===== src/rtl/tcw_pkg.sv =====
package tcw_pkg;

    typedef enum logic [1:0] {
        MODE_UP_WRAP  = 2'b00,
        MODE_UP_RC    = 2'b01,
        MODE_UPDN_MAX = 2'b10,
        MODE_UPDN_RC  = 2'b11
    } cnt_mode_e;

    typedef enum logic [1:0] {
        ACT_KEEP = 2'b00,
        ACT_SET  = 2'b01,
        ACT_CLR  = 2'b10,
        ACT_TOG  = 2'b11
    } out_act_e;

    typedef enum logic [1:0] {
        EDGE_OFF  = 2'b00,
        EDGE_RISE = 2'b01,
        EDGE_FALL = 2'b10,
        EDGE_ANY  = 2'b11
    } edge_sel_e;

    typedef enum logic [1:0] {
        SEL_RA   = 2'b00,
        SEL_RB   = 2'b01,
        SEL_RC   = 2'b10,
        SEL_NONE = 2'b11
    } reg_sel_e;

    typedef enum logic {
        DIR_UP   = 1'b0,
        DIR_DOWN = 1'b1
    } cnt_dir_e;

    // events reaching one waveform line, ordered by priority (sw highest)
    typedef struct packed {
        logic sw;
        logic ext;
        logic rc;
        logic own;
    } line_evt_t;

    typedef struct packed {
        out_act_e sw;
        out_act_e ext;
        out_act_e rc;
        out_act_e own;
    } line_act_t;

    function automatic logic apply_act(input logic cur, input out_act_e act);
        case (act)
            ACT_SET:  return 1'b1;
            ACT_CLR:  return 1'b0;
            ACT_TOG:  return ~cur;
            default:  return cur;
        endcase
    endfunction

    // highest-priority present event with a non-keep code wins
    function automatic out_act_e pick_act(input line_evt_t e, input line_act_t a);
        if (e.sw  && a.sw  != ACT_KEEP) return a.sw;
        if (e.ext && a.ext != ACT_KEEP) return a.ext;
        if (e.rc  && a.rc  != ACT_KEEP) return a.rc;
        if (e.own && a.own != ACT_KEEP) return a.own;
        return ACT_KEEP;
    endfunction

endpackage


===== src/rtl/tcw_edge_det.sv =====
module tcw_edge_det
    import tcw_pkg::*;
(
    input  logic       clk,
    input  logic       rst,
    input  logic       sig_in,
    input  logic [1:0] edge_sel,
    output logic       evt
);

    logic sig_q;
    logic rise;
    logic fall;

    always_ff @(posedge clk) begin
        if (rst) sig_q <= 1'b0;
        else     sig_q <= sig_in;
    end

    assign rise = sig_in & ~sig_q;
    assign fall = ~sig_in & sig_q;

    always_comb begin
        case (edge_sel_e'(edge_sel))
            EDGE_RISE: evt = rise;
            EDGE_FALL: evt = fall;
            EDGE_ANY:  evt = rise | fall;
            default:   evt = 1'b0;
        endcase
    end

endmodule


===== src/rtl/tcw_counter.sv =====
module tcw_counter
    import tcw_pkg::*;
#(
    parameter int W = 16
) (
    input  logic         clk,
    input  logic         rst,
    input  logic         tick,
    input  logic         restart,
    input  logic         clk_on,
    input  logic [1:0]   mode,
    input  logic [W-1:0] rc,
    input  logic         stop_rc,
    input  logic         dis_rc,
    output logic [W-1:0] cnt,
    output logic [W-1:0] cnt_nxt,
    output logic         step,
    output logic         ovf,
    output logic         rc_hit
);

    localparam logic [W-1:0] TOP  = '1;
    localparam logic [W-1:0] ONE  = W'(1);

    logic [W-1:0] cnt_q;
    cnt_dir_e     dir_q;
    cnt_dir_e     dir_n;
    logic         en_q;
    logic         run_q;
    cnt_mode_e    mode_e;

    assign mode_e = cnt_mode_e'(mode);
    assign step   = tick & en_q & run_q & ~restart;

    always_comb begin
        cnt_nxt = cnt_q;
        dir_n   = dir_q;
        if (dir_q == DIR_UP) begin
            if (mode_e == MODE_UP_RC && cnt_q == rc) begin
                cnt_nxt = '0;
            end else if (mode_e == MODE_UPDN_RC && cnt_q == rc) begin
                if (cnt_q == '0) begin
                    cnt_nxt = '0;
                end else begin
                    cnt_nxt = cnt_q - ONE;
                    dir_n   = DIR_DOWN;
                end
            end else if (cnt_q == TOP) begin
                if (mode_e == MODE_UPDN_MAX || mode_e == MODE_UPDN_RC) begin
                    cnt_nxt = TOP - ONE;
                    dir_n   = DIR_DOWN;
                end else begin
                    cnt_nxt = '0;
                end
            end else begin
                cnt_nxt = cnt_q + ONE;
            end
        end else begin
            if (cnt_q == '0) begin
                cnt_nxt = ONE;
                dir_n   = DIR_UP;
            end else begin
                cnt_nxt = cnt_q - ONE;
            end
        end
    end

    assign ovf    = step && (cnt_q == TOP);
    assign rc_hit = step && (cnt_nxt == rc);

    always_ff @(posedge clk) begin
        if (rst) begin
            cnt_q <= '0;
            dir_q <= DIR_UP;
            run_q <= 1'b0;
        end else if (restart) begin
            cnt_q <= '0;
            dir_q <= DIR_UP;
            run_q <= 1'b1;
        end else if (step) begin
            cnt_q <= cnt_nxt;
            dir_q <= dir_n;
            if (rc_hit && stop_rc) run_q <= 1'b0;
        end
    end

    always_ff @(posedge clk) begin
        if (rst)                   en_q <= 1'b0;
        else if (clk_on)           en_q <= 1'b1;
        else if (rc_hit && dis_rc) en_q <= 1'b0;
    end

    assign cnt = cnt_q;

endmodule


===== src/rtl/tcw_out_line.sv =====
module tcw_out_line
    import tcw_pkg::*;
(
    input  logic      clk,
    input  logic      rst,
    input  line_evt_t evt,
    input  line_act_t act,
    output logic      line
);

    logic     line_q;
    out_act_e sel_act;

    assign sel_act = pick_act(evt, act);

    always_ff @(posedge clk) begin
        if (rst) line_q <= 1'b0;
        else     line_q <= apply_act(line_q, sel_act);
    end

    assign line = line_q;

endmodule


===== src/rtl/tcw_channel.sv =====
module tcw_channel
    import tcw_pkg::*;
#(
    parameter int CNT_W = 16
) (
    input  logic             clk,
    input  logic             rst,
    input  logic             cnt_tick,
    input  logic             sw_trig,
    input  logic             blk_trig,
    input  logic             ext_evt_in,
    input  logic             clk_on,
    input  logic             wr_en,
    input  logic [1:0]       wr_sel,
    input  logic [CNT_W-1:0] wr_data,
    input  logic [1:0]       cfg_mode,
    input  logic [1:0]       cfg_ext_edge,
    input  logic             cfg_etrg_en,
    input  logic             cfg_stop_rc,
    input  logic             cfg_dis_rc,
    input  logic [1:0]       cfg_a_ra,
    input  logic [1:0]       cfg_a_rc,
    input  logic [1:0]       cfg_a_ext,
    input  logic [1:0]       cfg_a_sw,
    input  logic [1:0]       cfg_b_rb,
    input  logic [1:0]       cfg_b_rc,
    input  logic [1:0]       cfg_b_ext,
    input  logic [1:0]       cfg_b_sw,
    output logic [CNT_W-1:0] cnt_val,
    output logic             tio_a,
    output logic             tio_b,
    output logic             st_covf,
    output logic             st_cpa,
    output logic             st_cpb,
    output logic             st_cpc,
    output logic             st_etrg
);

    localparam int N_LINES = 2;

    logic [CNT_W-1:0] ra_q;
    logic [CNT_W-1:0] rb_q;
    logic [CNT_W-1:0] rc_q;

    logic             ext_evt;
    logic             sw_any;
    logic             restart;
    logic [CNT_W-1:0] cnt_nxt;
    logic             step;
    logic             ovf;
    logic             rc_hit;
    logic             ra_hit;
    logic             rb_hit;

    line_evt_t        evt_arr  [N_LINES];
    line_act_t        act_arr  [N_LINES];
    logic             line_arr [N_LINES];

    // compare / period registers
    always_ff @(posedge clk) begin
        if (rst) begin
            ra_q <= '0;
            rb_q <= '0;
            rc_q <= '0;
        end else if (wr_en) begin
            case (reg_sel_e'(wr_sel))
                SEL_RA:  ra_q <= wr_data;
                SEL_RB:  rb_q <= wr_data;
                SEL_RC:  rc_q <= wr_data;
                default: ;
            endcase
        end
    end

    tcw_edge_det u_edge (
        .clk      (clk),
        .rst      (rst),
        .sig_in   (ext_evt_in),
        .edge_sel (cfg_ext_edge),
        .evt      (ext_evt)
    );

    assign sw_any  = sw_trig | blk_trig;
    assign restart = sw_any | (ext_evt & cfg_etrg_en);

    tcw_counter #(.W(CNT_W)) u_cnt (
        .clk     (clk),
        .rst     (rst),
        .tick    (cnt_tick),
        .restart (restart),
        .clk_on  (clk_on),
        .mode    (cfg_mode),
        .rc      (rc_q),
        .stop_rc (cfg_stop_rc),
        .dis_rc  (cfg_dis_rc),
        .cnt     (cnt_val),
        .cnt_nxt (cnt_nxt),
        .step    (step),
        .ovf     (ovf),
        .rc_hit  (rc_hit)
    );

    assign ra_hit = step && (cnt_nxt == ra_q);
    assign rb_hit = step && (cnt_nxt == rb_q);

    always_ff @(posedge clk) begin
        if (rst) begin
            st_covf <= 1'b0;
            st_cpa  <= 1'b0;
            st_cpb  <= 1'b0;
            st_cpc  <= 1'b0;
            st_etrg <= 1'b0;
        end else begin
            st_covf <= ovf;
            st_cpa  <= ra_hit;
            st_cpb  <= rb_hit;
            st_cpc  <= rc_hit;
            st_etrg <= ext_evt;
        end
    end

    always_comb begin
        evt_arr[0] = '{sw: sw_any, ext: ext_evt, rc: rc_hit, own: ra_hit};
        evt_arr[1] = '{sw: sw_any, ext: ext_evt, rc: rc_hit, own: rb_hit};
        act_arr[0] = '{sw: out_act_e'(cfg_a_sw), ext: out_act_e'(cfg_a_ext),
                       rc: out_act_e'(cfg_a_rc), own: out_act_e'(cfg_a_ra)};
        act_arr[1] = '{sw: out_act_e'(cfg_b_sw), ext: out_act_e'(cfg_b_ext),
                       rc: out_act_e'(cfg_b_rc), own: out_act_e'(cfg_b_rb)};
    end

    for (genvar g = 0; g < N_LINES; g++) begin : g_line
        tcw_out_line u_line (
            .clk  (clk),
            .rst  (rst),
            .evt  (evt_arr[g]),
            .act  (act_arr[g]),
            .line (line_arr[g])
        );
    end

    assign tio_a = line_arr[0];
    assign tio_b = line_arr[1];

endmodule


===== config.mk =====
export PLATFORM = sky130hd
export DESIGN_NAME = tcw_channel
export DESIGN_NICKNAME = d
export VERILOG_FILES = /design/src/rtl/tcw_pkg.sv /design/src/rtl/tcw_edge_det.sv /design/src/rtl/tcw_counter.sv /design/src/rtl/tcw_out_line.sv /design/src/rtl/tcw_channel.sv
export SDC_FILE = /design/constraint.sdc
export NUM_CORES = 1
export LEC_CHECK = 0
export CAP_MARGIN = 20
export CORE_ASPECT_RATIO = 2
export CORE_MARGIN = 2
export CORE_UTILIZATION = 40
export CTS_CLUSTER_SIZE = 40
export DETAILED_ROUTE_END_ITERATION = 16
export PLACE_DENSITY = 0.59
export SLEW_MARGIN = 40
export SYNTH_ARGS = -nofsm -noshare
export SYNTH_HDL_FRONTEND = slang
export SYNTH_SLANG_ARGS = --single-unit

===== constraint.sdc =====
create_clock -name clk -period 5.2 [get_ports clk]
set_clock_uncertainty 0.05 [all_clocks]
set_input_delay 1.3 -clock clk [delete_from_list [all_inputs] [get_ports clk]]
set_output_delay 1.3 -clock clk [all_outputs]
set_load 0.03 [all_outputs]

**Yosys cells after proc, flatten, opt, wreduce, memory -nomap -nowiden**

Index checks and enable logic that the tools add are counted.

- Bitwise logic cells: 14
- $add $sub $neg: 2
- Eq/ne operators: 19
- Muxes and demuxes: 57
- Reductions and logical operators: 37

Operators by type and width:

| kind | count |
|---|---|
| 16-bit 2-to-1 mux | 7 |
| 16-bit equality test | 4 |
| 2-bit 2-to-1 mux | 16 |
| 1-bit 2-to-1 mux | 31 |
| 2-bit nonzero test | 11 |
| 2-bit equality test, second input constant | 9 |
| 16-bit by 1-bit adder with 16-bit output, second input constant | 1 |
| 16-bit equality test, second input constant | 1 |
| 1-bit logical AND | 16 |
| 16-bit zero test | 1 |
| 16-bit by 1-bit subtractor with 16-bit output, second input constant | 1 |
| 2-bit by 1-bit equality test with 1-bit output, second input constant | 5 |
| 1-bit case mux with 3 select lines | 3 |
| 2-bit AND reduction | 4 |
| 1-bit AND | 6 |
| 3-bit nonzero test | 2 |
| 1-bit NOT | 5 |
| 1-bit OR | 3 |
| 2-bit zero test | 1 |
| 2-bit OR reduction | 1 |
| 1-bit logical OR | 1 |

- Input bits: 49
- Output and inout bits: 23
- Bits in registers: 75
- Logic and storage cells: 144

**Depth between registers and ports, before layout**

- Depth in word-level cells: 22
- Depth in mapped cells: 15
- Depth with buffers taken out: 13

**Modules after synthesis**

Synthesis repeated with hierarchy kept, for this count alone.

- Cells, all modules: 659
- Area, all modules: 5153.7 um2

Modules (own cells, without submodules):

| module | sequential area each (um2) | times used | cells an instance | area each (um2) |
|---|---|---|---|---|
| tcw_counter | 380.4 | 1 | 355 | 2695.1 |
| tcw_channel | 1061.0 | 1 | 269 | 2185.8 |
| tcw_out_line | 20.0 | 2 | 12 | 95.1 |
| tcw_edge_det | 20.0 | 1 | 11 | 82.6 |

**Least setup slack after synthesis**

OpenSTA, ideal clock, no wires.

- Path type: input to register
- Start: in cfg_mode[1]
- End: reg g_line[0].u_line.line_q
- Required time: 5.028 ns
- Stages: 12
- Path buffers: 1
- Data arrival time: 4.074 ns
- Setup time: 0.122 ns
- Path slack: 0.954 ns
- Cell sequence: clkbuf_2 -> nand4_1 -> or4_1 -> nand2_1 -> a31oi_1 -> a22oi_1 -> xor2_1 -> nor3_1 -> or4bb_1 -> nor3_1 -> o211a_1 -> o31ai_2

- Word-level cells in the longest chain between the ends: 20
- Elaborated cells between the ends (all ways): 35
- Classes of those cells: eq/ne: 8; mux: 19; reduce/logical: 8

RTL lines:

| element | RTL line | source |
|---|---|---|
| start: declaration | tcw_channel.sv:16 | `input logic [1:0] cfg_mode,` |
| 2-bit equality test (on tied branches) | tcw_counter.sv:49, tcw_counter.sv:41 |  |
| 1-bit logical OR | tcw_counter.sv:49 | `if (mode_e == MODE_UPDN_MAX \|\| mode_e == MODE_UPDN_RC) begin` |
| 16-bit 2-to-1 mux | tcw_counter.sv:49 |  |
| 16-bit 2-to-1 mux | tcw_counter.sv:48 | `end else if (cnt_q == TOP) begin` |
| 16-bit 2-to-1 mux | tcw_counter.sv:41 | `end else if (mode_e == MODE_UPDN_RC && cnt_q == rc) begin` |
| 16-bit 2-to-1 mux (*) | tcw_counter.sv:39 | `if (mode_e == MODE_UP_RC && cnt_q == rc) begin` |
| 16-bit 2-to-1 mux (*) | tcw_counter.sv:38 | `if (dir_q == DIR_UP) begin` |
| 16-bit equality test | tcw_channel.sv:103 | `assign ra_hit = step && (cnt_nxt == ra_q);` |
| (+4 left out) | n/a |  |
| 1-bit 2-to-1 mux | tcw_pkg.sv:64 | `if (e.rc && a.rc != ACT_KEEP) return a.rc;` |
| 1-bit 2-to-1 mux | tcw_pkg.sv:63 | `if (e.ext && a.ext != ACT_KEEP) return a.ext;` |
| 2-bit 2-to-1 mux | tcw_pkg.sv:66 | `return ACT_KEEP;` |
| 2-bit 2-to-1 mux (*) | tcw_pkg.sv:65 | `if (e.own && a.own != ACT_KEEP) return a.own;` |
| 2-bit 2-to-1 mux (*) | tcw_pkg.sv:64 |  |
| 2-bit 2-to-1 mux (*) | tcw_pkg.sv:63 |  |
| 2-bit equality test / 2-bit by 1-bit equality test with 1-bit output (equally long branches) | tcw_pkg.sv:52 | `case (act)` |
| 1-bit case mux with 3 select lines / 3-bit nonzero test (equally long branches) | n/a |  |
| end signal: assignment | tcw_out_line.sv:18 | `else line_q <= apply_act(line_q, sel_act);` |
| end: declaration | tcw_out_line.sv:11 | `logic line_q;` |

Mark *: on every way between the ends. The rest lies on a longest branch, timed or not. The select of a mux whose other input is x is not followed.
A chain may end at the register's enable or synchronous reset.

**Worst setup path in the final report**

- Start: in cfg_mode[1]
- End: reg g_line[1].u_line.line_q

- Word-level cells in the longest chain between the ends: 20
- Elaborated cells between the ends (all ways): 35
- Classes of those cells: eq/ne: 8; mux: 19; reduce/logical: 8

RTL lines:

| element | RTL line | source |
|---|---|---|
| 2-bit equality test (on tied branches) | tcw_counter.sv:49, tcw_counter.sv:41 |  |
| 1-bit logical OR | tcw_counter.sv:49 |  |
| 16-bit 2-to-1 mux | tcw_counter.sv:49 |  |
| 16-bit 2-to-1 mux | tcw_counter.sv:48 |  |
| 16-bit 2-to-1 mux | tcw_counter.sv:41 |  |
| 16-bit 2-to-1 mux (*) | tcw_counter.sv:39 |  |
| 16-bit 2-to-1 mux (*) | tcw_counter.sv:38 |  |
| 16-bit equality test | tcw_channel.sv:104 | `assign rb_hit = step && (cnt_nxt == rb_q);` |
| (+4 left out) | n/a |  |
| 1-bit 2-to-1 mux | tcw_pkg.sv:64 |  |
| 1-bit 2-to-1 mux | tcw_pkg.sv:63 |  |
| 2-bit 2-to-1 mux | tcw_pkg.sv:66 |  |
| 2-bit 2-to-1 mux (*) | tcw_pkg.sv:65 |  |
| 2-bit 2-to-1 mux (*) | tcw_pkg.sv:64 |  |
| 2-bit 2-to-1 mux (*) | tcw_pkg.sv:63 |  |
| 2-bit equality test / 2-bit by 1-bit equality test with 1-bit output (equally long branches) | tcw_pkg.sv:52 |  |
| 1-bit case mux with 3 select lines / 3-bit nonzero test (equally long branches) | n/a |  |
| end signal: assignment | tcw_out_line.sv:18 |  |
| end: declaration | tcw_out_line.sv:11 |  |

Marks and branches as above.

==> impl_metrics.env <==
export IMPL_antenna_left=0
export IMPL_holdPathStages=2
export IMPL_grt_max_degree=60
export IMPL_ys_types=87
export IMPL_placed_cells=887
export IMPL_post_route_period_util=0.909
export IMPL_cp_end_kind="flip-flop"
export IMPL_ys_async_sr_fraction=0
export IMPL_grt_first_pass_wirelength_um=30000
export IMPL_rr_worst_depth=13
export IMPL_stdcell_count=903
export IMPL_drive_gt1_frac=0.104
export IMPL_synth_top_family_by_area="simple AND/OR/NAND/NOR gates"
export IMPL_synth_cell_area_um2=5170
export IMPL_vias=5414
export IMPL_synth_compound_area_frac=0.228
export IMPL_reg2reg_to="g_line[1].u_line.line$_SDFFE_PP0P_"
export IMPL_root_buffer="clkbuf_16"
export IMPL_yosys_warnings=0
export IMPL_dpl_instance_area_um2=6020
export IMPL_drt_initial_drc_count=236
export IMPL_status="finished, final reports clean"
export IMPL_fillers=1314
export IMPL_finalHoldViolations=0
export IMPL_ctsHtreeMaxLevel=3
export IMPL_synthCells=686
export IMPL_synthSimpleGateAreaFrac=0.282
export IMPL_rows=58
export IMPL_setup_violations=0
export IMPL_cp_slowest_cell="nor4_1"
export IMPL_cp_max_fo=5
export IMPL_fin_util=0.503
export IMPL_start_util=0.409
export IMPL_synth_seq_cells=75
export IMPL_nets=802
export IMPL_dpl_hpwl_um=15600
export IMPL_viasPerCell=6.00
export IMPL_antenna_found_initial=0
export IMPL_hp_class="flip-flop to flip-flop"
export IMPL_die_width_um=84.4
export IMPL_multi_input_area_um2=3350
export IMPL_place_gp_congestion=0.966
export IMPL_worstPathCellList="clkdlybuf4s50_1, nand4_1, or4_1, nand2_1, a31oi_1, a22o_1, xnor2_1, a311o_1, nor4_1, nand3_1, o21ai_0, a31oi_1"
export IMPL_wl_um=19700
export IMPL_synth_main_ff_cell="dfxtp_1"
export IMPL_start_kind="input pin"
export IMPL_die_h_um=165
export IMPL_synth_adder_area_share=0.00968
export IMPL_rsz0062_at_grt="no"
export IMPL_route_detailed_drc=0
export IMPL_fin_crit_ps=4730
export IMPL_syn_area_per_cell_um2=7.54
export IMPL_die_area_um2=13900
export IMPL_regArea_um2=1500
export IMPL_antenna_cells=0
export IMPL_coreArea_um2=12600
export IMPL_slew_viol_final=0
export IMPL_max_slew_margin=0.492
export IMPL_hold_buffers=0
export IMPL_hold_path_end="rb_q[5]$_SDFFE_PP0P_"
export IMPL_grt_overflow_total=0
export IMPL_wl_per_cell_um=21.8
export IMPL_post_cts_buffers=0
export IMPL_clk_pin_slew_worst_paths_ps=60
export IMPL_yosysSeqAreaShare=0.290
export IMPL_synth_edf_count=0
export IMPL_clock_fmax_mhz=212
export IMPL_post_cts_resized=0
export IMPL_tightest_slew_ps=761
export IMPL_cts_made_buffers=9
export IMPL_synthMuxAreaShare=0.0201
export IMPL_grt_pass1_vias=5563
export IMPL_fin_area_um2=6350
export IMPL_clockBufferDepth=2
export IMPL_cts_sinks=75
export IMPL_worstPathArrival_ps=4890
export IMPL_cts_tree="yes"
export IMPL_grt_usage=0.285
export IMPL_io_pins=72
export IMPL_synth_xor_area_share=0.105
export IMPL_slowest_delay_ps=590
export IMPL_min_delay_start="rb_q[5]$_SDFFE_PP0P_"
export IMPL_syn_num_nets=739
export IMPL_worst_ep_required_time_ps=5370
export IMPL_dr_pass1_iters=5
export IMPL_peakVddDrop_mv=0.182
export IMPL_r2r_start="u_cnt.cnt[1]$_SDFFE_PP0P_"
export IMPL_p_per_area_nw_per_um2=249
export IMPL_cap_violations=0
export IMPL_area_growth_pct=22.8
export IMPL_io_buffers=71
export IMPL_leakage_nw=2.32
export IMPL_fin_setup_tns_ps=0
export IMPL_crit_type="input pin to flip-flop"
export IMPL_r2r_slack_ps=720
export IMPL_path_common_cell="a31oi_1"
export IMPL_clkLatencyLatePin_ps=340
==> metal layers <==
layer,vias to the layer above,GRT usage,part of all wire
met1,2498,0.267,0.34
met3,110,0.0305,0.041
met4,0,0.247,0.096
met5,-,0,0
li1,2559,-,-
met2,247,0.538,0.53
==> worst max path at each step <==
stage,end,depth (start not counted),startpoint
3_3_place_gp,g_line[0].u_line.line$_SDFFE_PP0P_,14,ext_evt_in
2_1_floorplan,g_line[0].u_line.line$_SDFFE_PP0P_,12,cfg_mode[1]
5_1_grt,g_line[1].u_line.line$_SDFFE_PP0P_,12,cfg_mode[1]
4_1_cts,g_line[0].u_line.line$_SDFFE_PP0P_,14,ext_evt_in
6_report,g_line[1].u_line.line$_SDFFE_PP0P_,12,cfg_mode[1]
3_5_place_dp,g_line[0].u_line.line$_SDFFE_PP0P_,14,ext_evt_in
==> power by group <==
part	internal [mW]	switching, mW	leakage [nW]
Combinational	0.128	0.173	1.56
Sequential	0.591	0.0185	0.609
Clock	0.432	0.241	0.156
Total	1.15	0.432	2.32
==> flip-flops by register name (all words and copies together), names as in the netlist <==
register	cells
u_edge.sig_q	1
st_cpa	1
st_etrg	1
ra_q	16
u_cnt.cnt	16
g_line.u_line.line	2
u_cnt.dir_q	1
st_cpb	1
rb_q	16
st_covf	1
st_cpc	1
u_cnt.run_q	1
rc_q	16
u_cnt.en_q	1
==> worst max-delay path, delay by kind of cell <==
family / cells / cell delay (ps)
compound gates: 5 / 1220
xor+xnor: 1 / 180
buf+inv: 1 / 570
simple gates: 5 / 1620
==> cells in the mapped netlist, types with 8 or more instances <==
| library cell | n | area, um2 |
|---|---|---|
| inv_1 | 17 | 63.8 |
| nand2b_1 | 8 | 50.1 |
| xor2_1 | 21 | 184 |
| nor3_1 | 19 | 95.1 |
| nand3_1 | 13 | 65.1 |
| clkbuf_1 | 26 | 97.6 |
| a211oi_1 | 10 | 75.1 |
| nand2_1 | 131 | 492 |
| nor4_1 | 12 | 75.1 |
| xnor2_1 | 41 | 359 |
| a21oi_1 | 78 | 390 |
| o21ai_0 | 15 | 75.1 |
| nor2_1 | 46 | 173 |
| dfxtp_1 | 75 | 1500 |
| nand4_1 | 15 | 93.8 |
==> cell type report <==
| type | instances | share of cell area |
|---|---|---|
| multi-input cells | 545 | 0.528 |
| flip-flops and latches | 75 | 0.236 |
| repair buffers | 100 | 0.146 |
| clock buffers | 11 | 0.0382 |
| well taps | 150 | 0.0296 |
| clock inverters | 4 | 0.0116 |
| inverters | 18 | 0.0106 |
==> cell families after synthesis <==
| kind of cell | count (synthesis) |
|---|---|
| compound gates | 175 |
| xor+xnor | 62 |
| flops | 75 |
| buf+inv | 66 |
| fa+ha+maj | 4 |
| mux | 10 |
| simple gates | 294 |
==> metrics by stage <==
| step | power [mW] | hold slack (ps) | worst slack, ps |
|---|---|---|---|
| after global placement | 0.913 | 397 | 68.1 |
| after CTS | 1.59 | 414 | 405 |
| after global routing | 1.64 | 439 | 282 |
| final | 1.58 | 411 | 474 |
| after floorplan | 0.795 | 386 | 954 |
| after detailed placement | 0.917 | 405 | 63.4 |
==> layout by cell type (no fill, tap or decap), drive strengths merged, types with 15 or more instances in the layout <==
cell type	n
clkdlybuf4s50	70
xnor2	41
inv	19
nand4	15
nand2	131
buf	30
dfxtp	75
o21ai	18
nor2	47
xor2	21
a21oi	80
nor3	22
(Power assumes the default switching activity.)
